--- config.mk ---
export PLATFORM = sky130hd
export DESIGN_NAME = dsss_spreader
export DESIGN_NICKNAME = d
export VERILOG_FILES = /design/src/rtl/dsss_spreader_pkg.sv /design/src/rtl/dsss_word_buffer.sv /design/src/rtl/dsss_sequencer.sv /design/src/rtl/dsss_chip_mapper.sv /design/src/rtl/dsss_spreader.sv
export SDC_FILE = /design/constraint.sdc
export NUM_CORES = 1
export LEC_CHECK = 0
export ABC_AREA = 0
export BUFFER_PORTS_ARGS = -buffer_cell sky130_fd_sc_hd__clkbuf_2
export CORE_MARGIN = 8
export CORE_UTILIZATION = 51
export DETAILED_ROUTE_END_ITERATION = 6
export PLACE_DENSITY_LB_ADDON = 0.3
export SYNTH_ARGS = -nofsm -noshare
export SYNTH_HDL_FRONTEND = slang
export SYNTH_SLANG_ARGS = --single-unit
--- constraint.sdc ---
create_clock -name clk -period 2.1 [get_ports clk]
set_input_delay 0 -clock clk [delete_from_list [all_inputs] [get_ports clk]]
set_output_delay 0 -clock clk [all_outputs]
set_load 0.02 [all_outputs]
--- src/rtl/dsss_spreader_pkg.sv ---
`timescale 1ns/1ps
package dsss_spreader_pkg;

    typedef enum logic [1:0] {
        SEQ_IDLE    = 2'd0,
        SEQ_RUN     = 2'd1,
        SEQ_STARVED = 2'd2
    } seq_state_t;

    // Sylvester Walsh-Hadamard entry: 1 means -1.
    function automatic logic walsh_bit(input int unsigned row, input int unsigned col);
        logic [31:0] both;
        both = 32'(row & col);
        return ^both;
    endfunction

endpackage

--- src/rtl/dsss_word_buffer.sv ---
`timescale 1ns/1ps
module dsss_word_buffer #(
    parameter int W = 16
) (
    input  logic         clk,
    input  logic         rst_n,
    input  logic         wr_en,
    input  logic [W-1:0] wr_data,
    input  logic         take,
    output logic         avail,
    output logic [W-1:0] head,
    output logic         wr_acc,
    output logic         irq,
    output logic [1:0]   occ
);

    logic [W-1:0] slot [2];
    logic [1:0]   full;
    logic         wp;
    logic         rp;

    assign wr_acc = wr_en && !full[wp];
    assign avail  = full[rp];
    assign head   = slot[rp];
    assign occ    = {1'b0, full[0]} + {1'b0, full[1]};

    always_ff @(posedge clk or negedge rst_n) begin
        if (!rst_n) begin
            full <= '0;
            wp   <= 1'b0;
            rp   <= 1'b0;
        end else begin
            if (wr_acc) begin
                full[wp] <= 1'b1;
                wp       <= ~wp;
            end
            if (take) begin
                full[rp] <= 1'b0;
                rp       <= ~rp;
            end
        end
    end

    always_ff @(posedge clk) begin
        if (wr_acc) begin
            slot[wp] <= wr_data;
        end
    end

    always_ff @(posedge clk or negedge rst_n) begin
        if (!rst_n) begin
            irq <= 1'b1;
        end else if (take) begin
            irq <= 1'b1;
        end else if (wr_acc) begin
            irq <= 1'b0;
        end
    end

endmodule

--- src/rtl/dsss_sequencer.sv ---
`timescale 1ns/1ps
module dsss_sequencer
    import dsss_spreader_pkg::*;
#(
    parameter int NCH         = 16,
    parameter int CHIP_CYCLES = 4,
    localparam int LW = $clog2(NCH),
    localparam int DW = (CHIP_CYCLES > 1) ? $clog2(CHIP_CYCLES) : 1
) (
    input  logic           clk,
    input  logic           rst_n,
    input  logic           avail,
    input  logic [NCH-1:0] head,
    output logic           take,
    output logic           emit,
    output logic [NCH-1:0] sym,
    output logic [LW-1:0]  chip_idx,
    output seq_state_t     state,
    output logic           underrun
);

    localparam logic [DW-1:0] DLAST = DW'(CHIP_CYCLES - 1);
    localparam logic [LW-1:0] CLAST = LW'(NCH - 1);

    seq_state_t    nxt;
    logic [DW-1:0] dcnt;
    logic          chip_end;
    logic          sym_end;

    assign chip_end = (dcnt == DLAST);
    assign sym_end  = chip_end && (chip_idx == CLAST);
    assign emit     = (state != SEQ_IDLE) && (dcnt == '0);

    always_comb begin
        nxt  = state;
        take = 1'b0;
        unique case (state)
            SEQ_IDLE: begin
                if (avail) begin
                    take = 1'b1;
                    nxt  = SEQ_RUN;
                end
            end
            SEQ_RUN, SEQ_STARVED: begin
                if (sym_end) begin
                    if (avail) begin
                        take = 1'b1;
                        nxt  = SEQ_RUN;
                    end else begin
                        nxt  = SEQ_STARVED;
                    end
                end
            end
            default: nxt = SEQ_IDLE;
        endcase
    end

    always_ff @(posedge clk or negedge rst_n) begin
        if (!rst_n) begin
            state <= SEQ_IDLE;
        end else begin
            state <= nxt;
        end
    end

    always_ff @(posedge clk or negedge rst_n) begin
        if (!rst_n) begin
            dcnt     <= '0;
            chip_idx <= '0;
            sym      <= '0;
            underrun <= 1'b0;
        end else begin
            unique case (state)
                SEQ_IDLE: begin
                    dcnt     <= '0;
                    chip_idx <= '0;
                    if (take) begin
                        sym <= head;
                    end
                end
                SEQ_RUN, SEQ_STARVED: begin
                    if (chip_end) begin
                        dcnt     <= '0;
                        chip_idx <= chip_idx + 1'b1;
                    end else begin
                        dcnt <= dcnt + 1'b1;
                    end
                    if (sym_end) begin
                        if (take) begin
                            sym <= head;
                        end else begin
                            sym      <= '0;
                            underrun <= 1'b1;
                        end
                    end
                end
                default: begin
                    dcnt <= '0;
                end
            endcase
        end
    end

endmodule

--- src/rtl/dsss_chip_mapper.sv ---
`timescale 1ns/1ps
module dsss_chip_mapper
    import dsss_spreader_pkg::*;
#(
    parameter int NCH = 16,
    localparam int LW = $clog2(NCH)
) (
    input  logic           clk,
    input  logic           rst_n,
    input  logic           emit,
    input  logic [NCH-1:0] sym,
    input  logic [LW-1:0]  chip_idx,
    output logic [NCH-1:0] chips,
    output logic [NCH-1:0] vld
);

    for (genvar ch = 0; ch < NCH; ch++) begin : g_lane
        logic code;
        assign code = walsh_bit(ch, 32'(chip_idx));

        always_ff @(posedge clk or negedge rst_n) begin
            if (!rst_n) begin
                chips[ch] <= 1'b0;
                vld[ch]   <= 1'b0;
            end else begin
                vld[ch] <= emit;
                if (emit) begin
                    chips[ch] <= code ^ sym[ch];
                end
            end
        end
    end

endmodule

--- src/rtl/dsss_spreader.sv ---
`timescale 1ns/1ps
module dsss_spreader
    import dsss_spreader_pkg::*;
#(
    parameter int LANES       = 4,
    parameter int CHIP_CYCLES = 4,
    localparam int NCH = 4 * LANES,
    localparam int LW  = $clog2(NCH)
) (
    input  logic             clk,
    input  logic             rst_n,
    input  logic             host_wr,
    input  logic [NCH-1:0]   host_data,
    output logic             host_irq,
    output logic             underrun,
    output logic [LANES-1:0] g0_chip,
    output logic [LANES-1:0] g0_vld,
    output logic [LANES-1:0] g1_chip,
    output logic [LANES-1:0] g1_vld,
    output logic [LANES-1:0] g2_chip,
    output logic [LANES-1:0] g2_vld,
    output logic [LANES-1:0] g3_chip,
    output logic [LANES-1:0] g3_vld
);

    logic           avail;
    logic [NCH-1:0] head;
    logic           take;
    logic           wr_acc;
    logic [1:0]     occ;
    logic           emit;
    logic [NCH-1:0] sym;
    logic [LW-1:0]  chip_idx;
    seq_state_t     state;
    logic [NCH-1:0] chip_all;
    logic [NCH-1:0] vld_all;

    dsss_word_buffer #(.W(NCH)) u_buf (
        .clk     (clk),
        .rst_n   (rst_n),
        .wr_en   (host_wr),
        .wr_data (host_data),
        .take    (take),
        .avail   (avail),
        .head    (head),
        .wr_acc  (wr_acc),
        .irq     (host_irq),
        .occ     (occ)
    );

    dsss_sequencer #(.NCH(NCH), .CHIP_CYCLES(CHIP_CYCLES)) u_seq (
        .clk      (clk),
        .rst_n    (rst_n),
        .avail    (avail),
        .head     (head),
        .take     (take),
        .emit     (emit),
        .sym      (sym),
        .chip_idx (chip_idx),
        .state    (state),
        .underrun (underrun)
    );

    dsss_chip_mapper #(.NCH(NCH)) u_map (
        .clk      (clk),
        .rst_n    (rst_n),
        .emit     (emit),
        .sym      (sym),
        .chip_idx (chip_idx),
        .chips    (chip_all),
        .vld      (vld_all)
    );

    assign g0_chip = chip_all[0*LANES +: LANES];
    assign g1_chip = chip_all[1*LANES +: LANES];
    assign g2_chip = chip_all[2*LANES +: LANES];
    assign g3_chip = chip_all[3*LANES +: LANES];
    assign g0_vld  = vld_all[0*LANES +: LANES];
    assign g1_vld  = vld_all[1*LANES +: LANES];
    assign g2_vld  = vld_all[2*LANES +: LANES];
    assign g3_vld  = vld_all[3*LANES +: LANES];

endmodule

Word level (Yosys, flattened, before mapping):

Memory sizes are Yosys's and may differ from the RTL's.
Cells that the tools add are included.

* input port bits: 19
* word-level logic and storage cells: 122
* memory bits (writable): 32
* bits in read-only memories: 0
* memories kept: 1
* bits in latches: 0
* bits in registers: 47

Memories
* u_buf.slot: depth 2, width 16, read ports 1, clocked after memory_dff 0, write ports 1, line dsss_word_buffer.sv:17 `logic [W-1:0] slot [2];`

* shifts and indexed selects: 0
* magnitude comparators: 4
* mux-type cells: 29
* reductions and logical operators: 31
* add/subtract/negate cells: 2
* divide/modulo/power cells: 0
* $mul: 0
* equality and inequality tests: 8
* bitwise operators: 21

Operators by type and width (number)
* 32-bit parity: 15
* 16-bit two-way mux: 3
* 16-bit case mux with 2 select lines: 1
* 1-bit XOR: 15
* 2-bit two-way mux: 7
* 1-bit two-way mux: 12
* 4-bit case mux with 2 select lines: 1
* 3-bit AND reduction: 2
* 2-bit nonzero test: 3
* 1-bit logical AND: 5
* 4-bit by 1-bit adder with 4-bit output (second input constant): 1
* 2-bit == test (second input constant): 2
* 4-bit == test (second input constant): 1
* 2-bit logical NOT: 2
* 1-bit by 2-bit less-than comparator with 1-bit output (second input constant): 2
* 4-bit two-way mux: 1
* 2-bit by 1-bit != test with 1-bit output (second input constant): 2
* 2-bit != test (second input constant): 2
* 2-bit case mux with 2 select lines: 1
* 2-bit AND reduction: 2
* 1-bit inverter: 3
* 2-bit by 1-bit adder with 2-bit output (second input constant): 1
* 2-bit bitwise AND: 1
* 1-bit demux with 1-bit select: 2
* other kinds (7): 8

Logic depth before layout (Yosys ltp):

Gate-level depths: netlist of the first run.

* depth after elaboration: 8
* mapped depth: 6
* depth with buffers taken out: 5

Hierarchy:

Synthesis of the first run repeated with hierarchy kept, for this count alone.

* cells, all modules: 249
* area, all modules: 3568.4 µm²

Modules (own cells, without submodules)
* dsss_word_buffer: sequential area each 1087.3 µm², times used 1, area an instance 1413.9 µm², cells each 72
* dsss_sequencer: sequential area each 625.6 µm², times used 1, area an instance 1133.6 µm², cells each 89
* dsss_chip_mapper: sequential area each 425.4 µm², times used 1, area an instance 1021.0 µm², cells each 88

Worst setup path after synthesis of the first run:

OpenSTA, ideal clock, no wires.

* path kind: register to register
* from: register u_buf.full[0]
* to: memory u_buf.slot[0][0] (enable)
* path buffers: 0
* period minus slack after synthesis: 2150 ps
* arrival time: 1734 ps
* library setup time: 415 ps
* path slack: -50 ps
* cell stages (with the launch flop): 2
* cell sequence: dfrtp_1 > nor3b_1

* longest elaborated chain between the ends: 6

RTL lines
* from (decl): line dsss_word_buffer.sv:18 `logic [1:0] full;`
* from (signal assigned): line dsss_word_buffer.sv:29 `full <= '0;`
* from (signal, indexed assignment): line dsss_word_buffer.sv:34 `full[wp] <= 1'b1;`
* from (signal, indexed assignment): line dsss_word_buffer.sv:38 `full[rp] <= 1'b0;`
* 1-bit two-way mux (implied by the code) (2 in series): line dsss_word_buffer.sv:22 `assign wr_acc = wr_en && !full[wp];`
* 1-bit logical NOT: line dsss_word_buffer.sv:22
* 1-bit logical AND: line dsss_word_buffer.sv:22
* 1-bit two-way mux: line dsss_word_buffer.sv:45 `if (wr_acc) begin`
* 1-bit two-way mux (implied by the code): line dsss_word_buffer.sv:46 `slot[wp] <= wr_data;`
* to (decl): line dsss_word_buffer.sv:17

Every way passes these cells. The select of a mux whose other input is x is not followed.

Worst setup path after layout of the first run:

* from: register u_seq.state[0]
* to: register u_seq.sym[10]

* longest elaborated chain between the ends: 6
* elaborated cells on any way between the ends: 12
* classes of those cells: eq/ne (4); mux (4); reduce/logical (4)

RTL lines
* from (decl): line dsss_sequencer.sv:18 `output seq_state_t state,`
* from (signal assigned): line dsss_sequencer.sv:62 `state <= nxt;`
* 2-bit by 1-bit == test with 1-bit output or 2-bit == test (tied branches): line dsss_sequencer.sv:37, dsss_sequencer.sv:73
* 2-bit OR reduction: line dsss_sequencer.sv:37, dsss_sequencer.sv:73
* 1-bit case mux with 2 select lines: line dsss_sequencer.sv:37 `unique case (state)`
* 16-bit two-way mux: line dsss_sequencer.sv:89 `if (take) begin`
* 16-bit two-way mux: line dsss_sequencer.sv:88 `if (sym_end) begin`
* 16-bit case mux with 2 select lines: line dsss_sequencer.sv:73 `unique case (state)`
* to (signal assigned): line dsss_sequencer.sv:78 `sym <= head;`
* to (signal assigned): line dsss_sequencer.sv:90 `sym <= head;`
* to (signal assigned): line dsss_sequencer.sv:92 `sym <= '0;`
* to (decl): line dsss_sequencer.sv:16 `output logic [NCH-1:0] sym,`

Parallel ways exist; a longest one is shown, timed or not. The select of a mux whose other input is x is not followed.
A chain may end at the register's enable or synchronous reset.

==> results of run 1 <==
-- flip-flops by register name (all words and copies together) (netlist names) --
signal and cells:
u_buf.full 2, u_buf.irq 1, u_buf.rp 1, u_buf.slot 32, u_buf.wp 1, u_map.chips 16, u_map.vld 1, u_seq.chip_idx 4
u_seq.dcnt 2, u_seq.state 2, u_seq.sym 16, u_seq.underrun 1
-- final timing paths --
path | to | slack, ns | cells past startpoint
setup / recovery | u_seq.sym[10] | 0.20 | 7
hold / removal | u_buf.wp | 0.23 | 2
setup reg to reg | u_seq.sym[10] | 0.20 | 7
hold reg to reg | u_seq.dcnt[0] | 0.47 | 1
max in group asynchronous | u_seq.sym[1] | 1.25 | 3
min in group clk | u_buf.slot[1][9] | 0.37 | 2
-- power breakdown --
part	switching, mW	internal [mW]
clock network	0.581	0.565
registers	0.276	2.09
logic	1.38	0.950
-- Yosys cell counts (all sizes together) --
cell and number:
dfrtp 46, edfxtp 32, inv 25, buf 21
nand2 20, mux2i 17, o21ai 17, o22ai 17
xnor2 16, xor2 9, clkbuf 7, ha 7
nor2 5, a22o 4, a31oi 4, nand3 4
a21oi 3, nand2b 3, a22oi 2, nor3b 2
a221o 1, a41o 1, and2 1, dfstp 1
mux2 1, nand4 1, o211ai 1, o21bai 1
o2bb2ai 1
-- metrics by stage --
step                      utilization (%)  cell area [um2]  instances  hold WS (ns)
after floorplan                         -             3450        270        -0.296
after detailed placement             55.8             3730        386        0.0757
after global routing                 61.6             4120        420         0.288
after CTS                            61.6             4110        420         0.229
final                                61.6             4120        420         0.227
after global placement               55.8             3730        386        0.0714
-- layout make-up --
type	count	area, um2
inverter	25	93.8
clock buffer	9	124
multi-input combinational	138	1050
fill	539	2560
tap	80	100
timing repair buffer	82	534
clock inverter	7	81.3
sequential	79	2140
-- worst max-delay path, stage by stage, from the launching register on --
cell and delay (ns):
dfrtp_1 0.37, inv_1 0.07, ha_1 0.36, buf_4 0.18, nand4_1 0.23, a22oi_2 0.24
buf_6 0.22, o22ai_1 0.10
-- cells by family after synthesis --
family	Yosys count	synth area share, %
flip-flops	79	62.1
buffers and inverters	53	7.70
AO/OA/AOI/OAI	52	11.4
AND/OR/NAND/NOR	36	4.65
XOR/XNOR	25	6.36
multiplexers	18	5.27
adder cells (fa/ha/maj)	7	2.54
-- timing repair --
item,in CTS,in global routing
endpoints found under the setup margin,0,16
hold buffers,18,0
gates resized for setup,0,2
endpoints found under the hold margin,59,0
-- layer usage --
layer / up-vias / track usage (%) / share of wire [%]
met1: 968 / 16.0 / 45
met2: 56 / 21.1 / 45
met5: - / 0 / 0
met3: 9 / 4.84 / 7.0
met4: 0 / 8.85 / 2.1
li1: 1050 / - / -
==> results.md, run 1 <==
* Status: finished, final reports clean
* Fin crit period at 1.90 ns
* Max Root-Sink Buffers at 2
* Fin nets at 361
* # Max-Cap Violations at 0
* Pre-CTS setup slack at 0.0959 ns
* Most frequent cells in the layout: clkbuf_2, dfrtp_1, edfxtp_1
* Grt total ovfl at 0
* Post-synth cell types at 33
* CP startpoint kind: flop
* Largest area contributor in the netlist: dfrtp_1
* Sequential area share after synthesis at 62.1%
* Layout cell share with drive strength beyond 1 at 27.9%
* Cell area after synthesis at 3440 um2
* Final setup skew at 0.00550 ns
* Core area at 6680 um2
* Final Power at 5.83 mW
* DP Wirelength at 4.26 mm
* Worst flop-to-flop path startpoint: u_seq.state[0]
* Layout area overhead at 19.6%
* Crit Path Category: reg2reg
* Initial antenna violation count at 0
* Crit path DAT at 2.12 ns
* Slew at the pin closest to its max-slew limit at 0.698 ns
* Worst setup margin at 0.197 ns
* Starting density of the core at 51.6%
* Diode count at 0
* Clock tree from TritonCTS: yes
* Worst hold path class: in2async
* Area share of the largest cell type after synthesis at 33.4%
* Worst-Skew Late Latency at 0.35 ns
* Clock sink total at 79
* Period utilization at 90.6%
* DRT iter0 DRCs at 106
* Top-level I/O count at 53
* Via density at 4.96
* Endpoints failing setup at 0
* Sum Neg Setup Slack at 0 ns
* Postcts setup bufs at 0
* Number of CTS-inserted buffers at 9
* Post-route ant nets at 0
* Hold Vio Cnt, Final at 0
* Die width at 98.2 um
* Via count at 2083
* CP max FO at 16
* Setup crit end kind: flop
* Synth warn at 0
* Global-route wire length before repair at 10.5 mm
* Worst setup startpoint: u_seq.state[0]
* DRC Markers at 0
* GPL Wtd Cong at 0.801
* Slew HR at 53.5%
* Clk slew on worst S/H paths at 0.08 ns
* Post-Syn Instances at 270
* Avg Cell Area, Syn at 12.8 um2
* Critical path required time at 2.32 ns
* Chip height at 98.2 um
* Syn nets at 296
* Maximum vdd ir drop at 748 uV
* H-tree levels at 3
* Fmax at 525 MHz
* Avg WL per Cell at 14.3 um
* RSZ-0062 raised after global routing: no
* CTS root buffer: clkbuf_8
* Total track usage at 13.7%
* Port buffer count at 52
* Final wirelength at 5.99 mm
* Most common cell after layout, fill and taps aside: clkbuf_2
* LEAKAGE at 1.90 nW
* Flops & latches, synth at 79
* Vias in the first global route at 2237
* P per Cell Area at 1420 nW/um2
* Drt first pass iters at 4
* FP Rows at 30
* Largest net degree at the start of global routing at 34
* Die area at 9640 um2
* Synth top area cells: dfrtp_1, edfxtp_1, mux2i_1
* Final Slew Violations at 0
No activity file was read; power rests on OpenSTA's default activity.
==> run 2, diff against run 1 <==
--- a/config.mk
+++ b/config.mk
@@ -7,7 +7,7 @@
 export LEC_CHECK = 0
 export ABC_AREA = 0
 export BUFFER_PORTS_ARGS = -buffer_cell sky130_fd_sc_hd__clkbuf_2
-export CORE_MARGIN = 8
+export CORE_MARGIN = 1.5
 export CORE_UTILIZATION = 51
 export DETAILED_ROUTE_END_ITERATION = 6
 export PLACE_DENSITY_LB_ADDON = 0.3
==> results.md, run 2 (synthesized netlist as in run 1, its figures left out) <==
* Status: finished, violations left
* Diode count at 0 (unchanged)
* Total track usage at 17.2% (+3.5 points)
* Sum Neg Setup Slack at 0 ns (unchanged)
* Chip height at 85.2 um (-13%)
* Global-route wire length before repair at 9.43 mm (-10%)
* Clock tree from TritonCTS: yes
* GPL Wtd Cong at 0.801 (about the same)
* Drt first pass iters at 7 (+3)
* Top-level I/O count at 53 (unchanged)
* Non-Filler Instances at 416 (-0.95%)
* Post-route ant nets at 0 (unchanged)
* FP Rows at 29 (-3.3%)
* CP max FO at 16 (unchanged)
* Final Slew Violations at 0 (unchanged)
* Critical path required time at 2.32 ns (about the same)
* Fin crit period at 1.89 ns (-0.0181 ns)
* Layout area overhead at 18.9%
* CP startpoint kind: flop
* Share of power burned in combinational logic at 39.9% (about the same)
* Starting density of the core at 53.6% (+2.1 points)
* Util after Layout at 63.7% (+2.1 points)
* Layout cell share with drive strength beyond 1 at 27.7% (-0.21 points)
* Grt total ovfl at 0 (unchanged)
* Vias in the first global route at 2027 (-9.4%)
* Sequential cell area at 2140 um2 (unchanged)
* Period utilization at 89.8% (-0.86 points)
* Clock sink total at 79 (unchanged)
* Crit path DAT at 2.10 ns (-0.02 ns)
* Final Power at 5.74 mW (-1.6%)
* Top reg by flops: u_buf.slot
* Most frequent cells in the layout: clkbuf_2, dfrtp_1, edfxtp_1
* Fill cells at 506 (-6.1%)
* Hold Vio Cnt, Final at 0 (unchanged)
* Top flop regs: u_buf.slot x32, u_map.chips x16, u_seq.sym x16
* P per Cell Area at 1400 nW/um2 (-1.0%)
* Endpoints failing setup at 0 (unchanged)
* Net Sw Frac at 39.0% (+0.75 points)
* Worst hold path class: in2async
* Via count at 2066 (-0.82%)
* Setup crit end kind: flop
* Initial antenna violation count at 0 (unchanged)
* Final wirelength at 5.62 mm (-6.3%)
* Number of CTS-inserted buffers at 9 (unchanged)
* Max Root-Sink Buffers at 2 (unchanged)
* Port buffer count at 52 (unchanged)
* Largest net degree at the start of global routing at 48 (+41%)
* Part of the power in registers at 41.2% (+0.7 points)
* Fin nets at 360 (-0.28%)
* Failing checks: design-rule violations
* # Max-Cap Violations at 0 (unchanged)
* Crit Path Category: reg2reg
* Maximum vdd ir drop at 768 uV (+2.7%)
* DP Wirelength at 3.54 mm (-17%)
* Die width at 85.2 um (-13%)
* Final setup skew at 0.00765 ns (+0.00215 ns)
* CTS root buffer: clkbuf_8
* Max reg flops at 32 (unchanged)
* RSZ-0062 raised after global routing: no
* Core area at 6420 um2 (-3.9%)
* Slew HR at 61.3% (+7.8 points)
* NetSw at 2.24 mW (+0.32%)
* Clk slew on worst S/H paths at 0.09 ns (about the same)
* Avg WL per Cell at 13.5 um (-5.4%)
* P_int at 3.50 mW (-2.8%)
* DRC Markers at 5 (+5)
* DRT iter0 DRCs at 115 (+8.5%)
* Die area at 7260 um2 (-25%)
* Clock power frac at 19.0% (-0.7 points)
* Footprint of the multi-input gates at 1050 um2 (unchanged)
* Slew at the pin closest to its max-slew limit at 0.581 ns (-0.117 ns)
* Fmax at 530 MHz (+0.96%)
* Via density at 4.97 (+0.14%)
* WHS at 0.270 ns (+0.0423 ns)
* Most common cell after layout, fill and taps aside: clkbuf_2
* LEAKAGE at 1.88 nW (-0.73%)
* Worst-Skew Late Latency at 0.35 ns (about the same)
* H-tree levels at 3 (unchanged)
* Placed Cells at 382 (-1.0%)
run 2: cell types whose count changed in the layout (fill, tap and decap cells not counted), sizes merged:
cell      previous run  this run
clkinv               4         0
clkinvlp             0         1
inv                 27        31
buf                 12        11
bufinv               1         0
run 2: path summary, 6_finish.rpt:
check	cells past startpoint	start	end	slack, ns
setup / recovery	7	u_seq.state[1]	u_seq.sym[7]	0.21
hold / removal	3	rst_n	u_seq.state[1]	0.27
setup reg to reg	7	u_seq.state[1]	u_seq.sym[7]	0.21
hold reg to reg	1	u_seq.dcnt[0]	u_seq.dcnt[0]	0.47
max in group asynchronous	3	rst_n	u_map.chips[2]	1.44
min in group clk	2	host_data[13]	u_buf.slot[0][13]	0.37
run 2: cell type report:
cell class | instances | area share (%)
Inverter | 25 | 2.29
Sequential cell | 79 | 52.2
Timing Repair Buffer | 81 | 12.9
Multi-Input combinational cell | 138 | 25.6
Clock inverter | 7 | 1.65
Clock buffer | 9 | 3.03
Tap cell | 77 | 2.35
run 2: per-stage QoR:
| stage | area [um2] | setup WS, ns |
|---|---|---|
| 3_5_place_dp | 3720 | 0.153 |
| 3_3_place_gp | 3720 | 0.215 |
| 2_1_floorplan | 3450 | 0.420 |
| 4_1_cts | 4090 | 0.139 |
| 5_1_grt | 4090 | 0.0362 |
| 6_report | 4090 | 0.215 |
run 2: worst max-delay path, stage by stage (launching register included):
cell and delay [ns]:
dfrtp_1 0.36, inv_1 0.06, ha_1 0.37, buf_4 0.18
nand4_1 0.23, a22oi_2 0.25, buf_6 0.21, o22ai_1 0.09
run 2: power by group through the flow:
stage	logic, mW	clock network [mW]	registers, mW
after floorplan	1.70	0	2.50
after global placement	2.24	0	2.37
after detailed placement	2.26	0	2.39
after CTS	2.30	1.11	2.36
after global routing	2.54	1.19	2.42
final	2.29	1.09	2.36
run 2: per-layer routing:
layer	wire, um	global-route usage, %	share of wire [%]
met2	2560	26.2	46
met4	138	9.69	2.5
met5	0	0	0
met1	2700	23.1	48
met3	219	3.40	3.9
run 2: what timing repair did:
item                                    CTS  global route
endpoints found under the setup margin    0            11
resized for setup                         0             2
setup buffers                             0             0
hold endpoints to repair                 79             0
hold buffers                             18             0
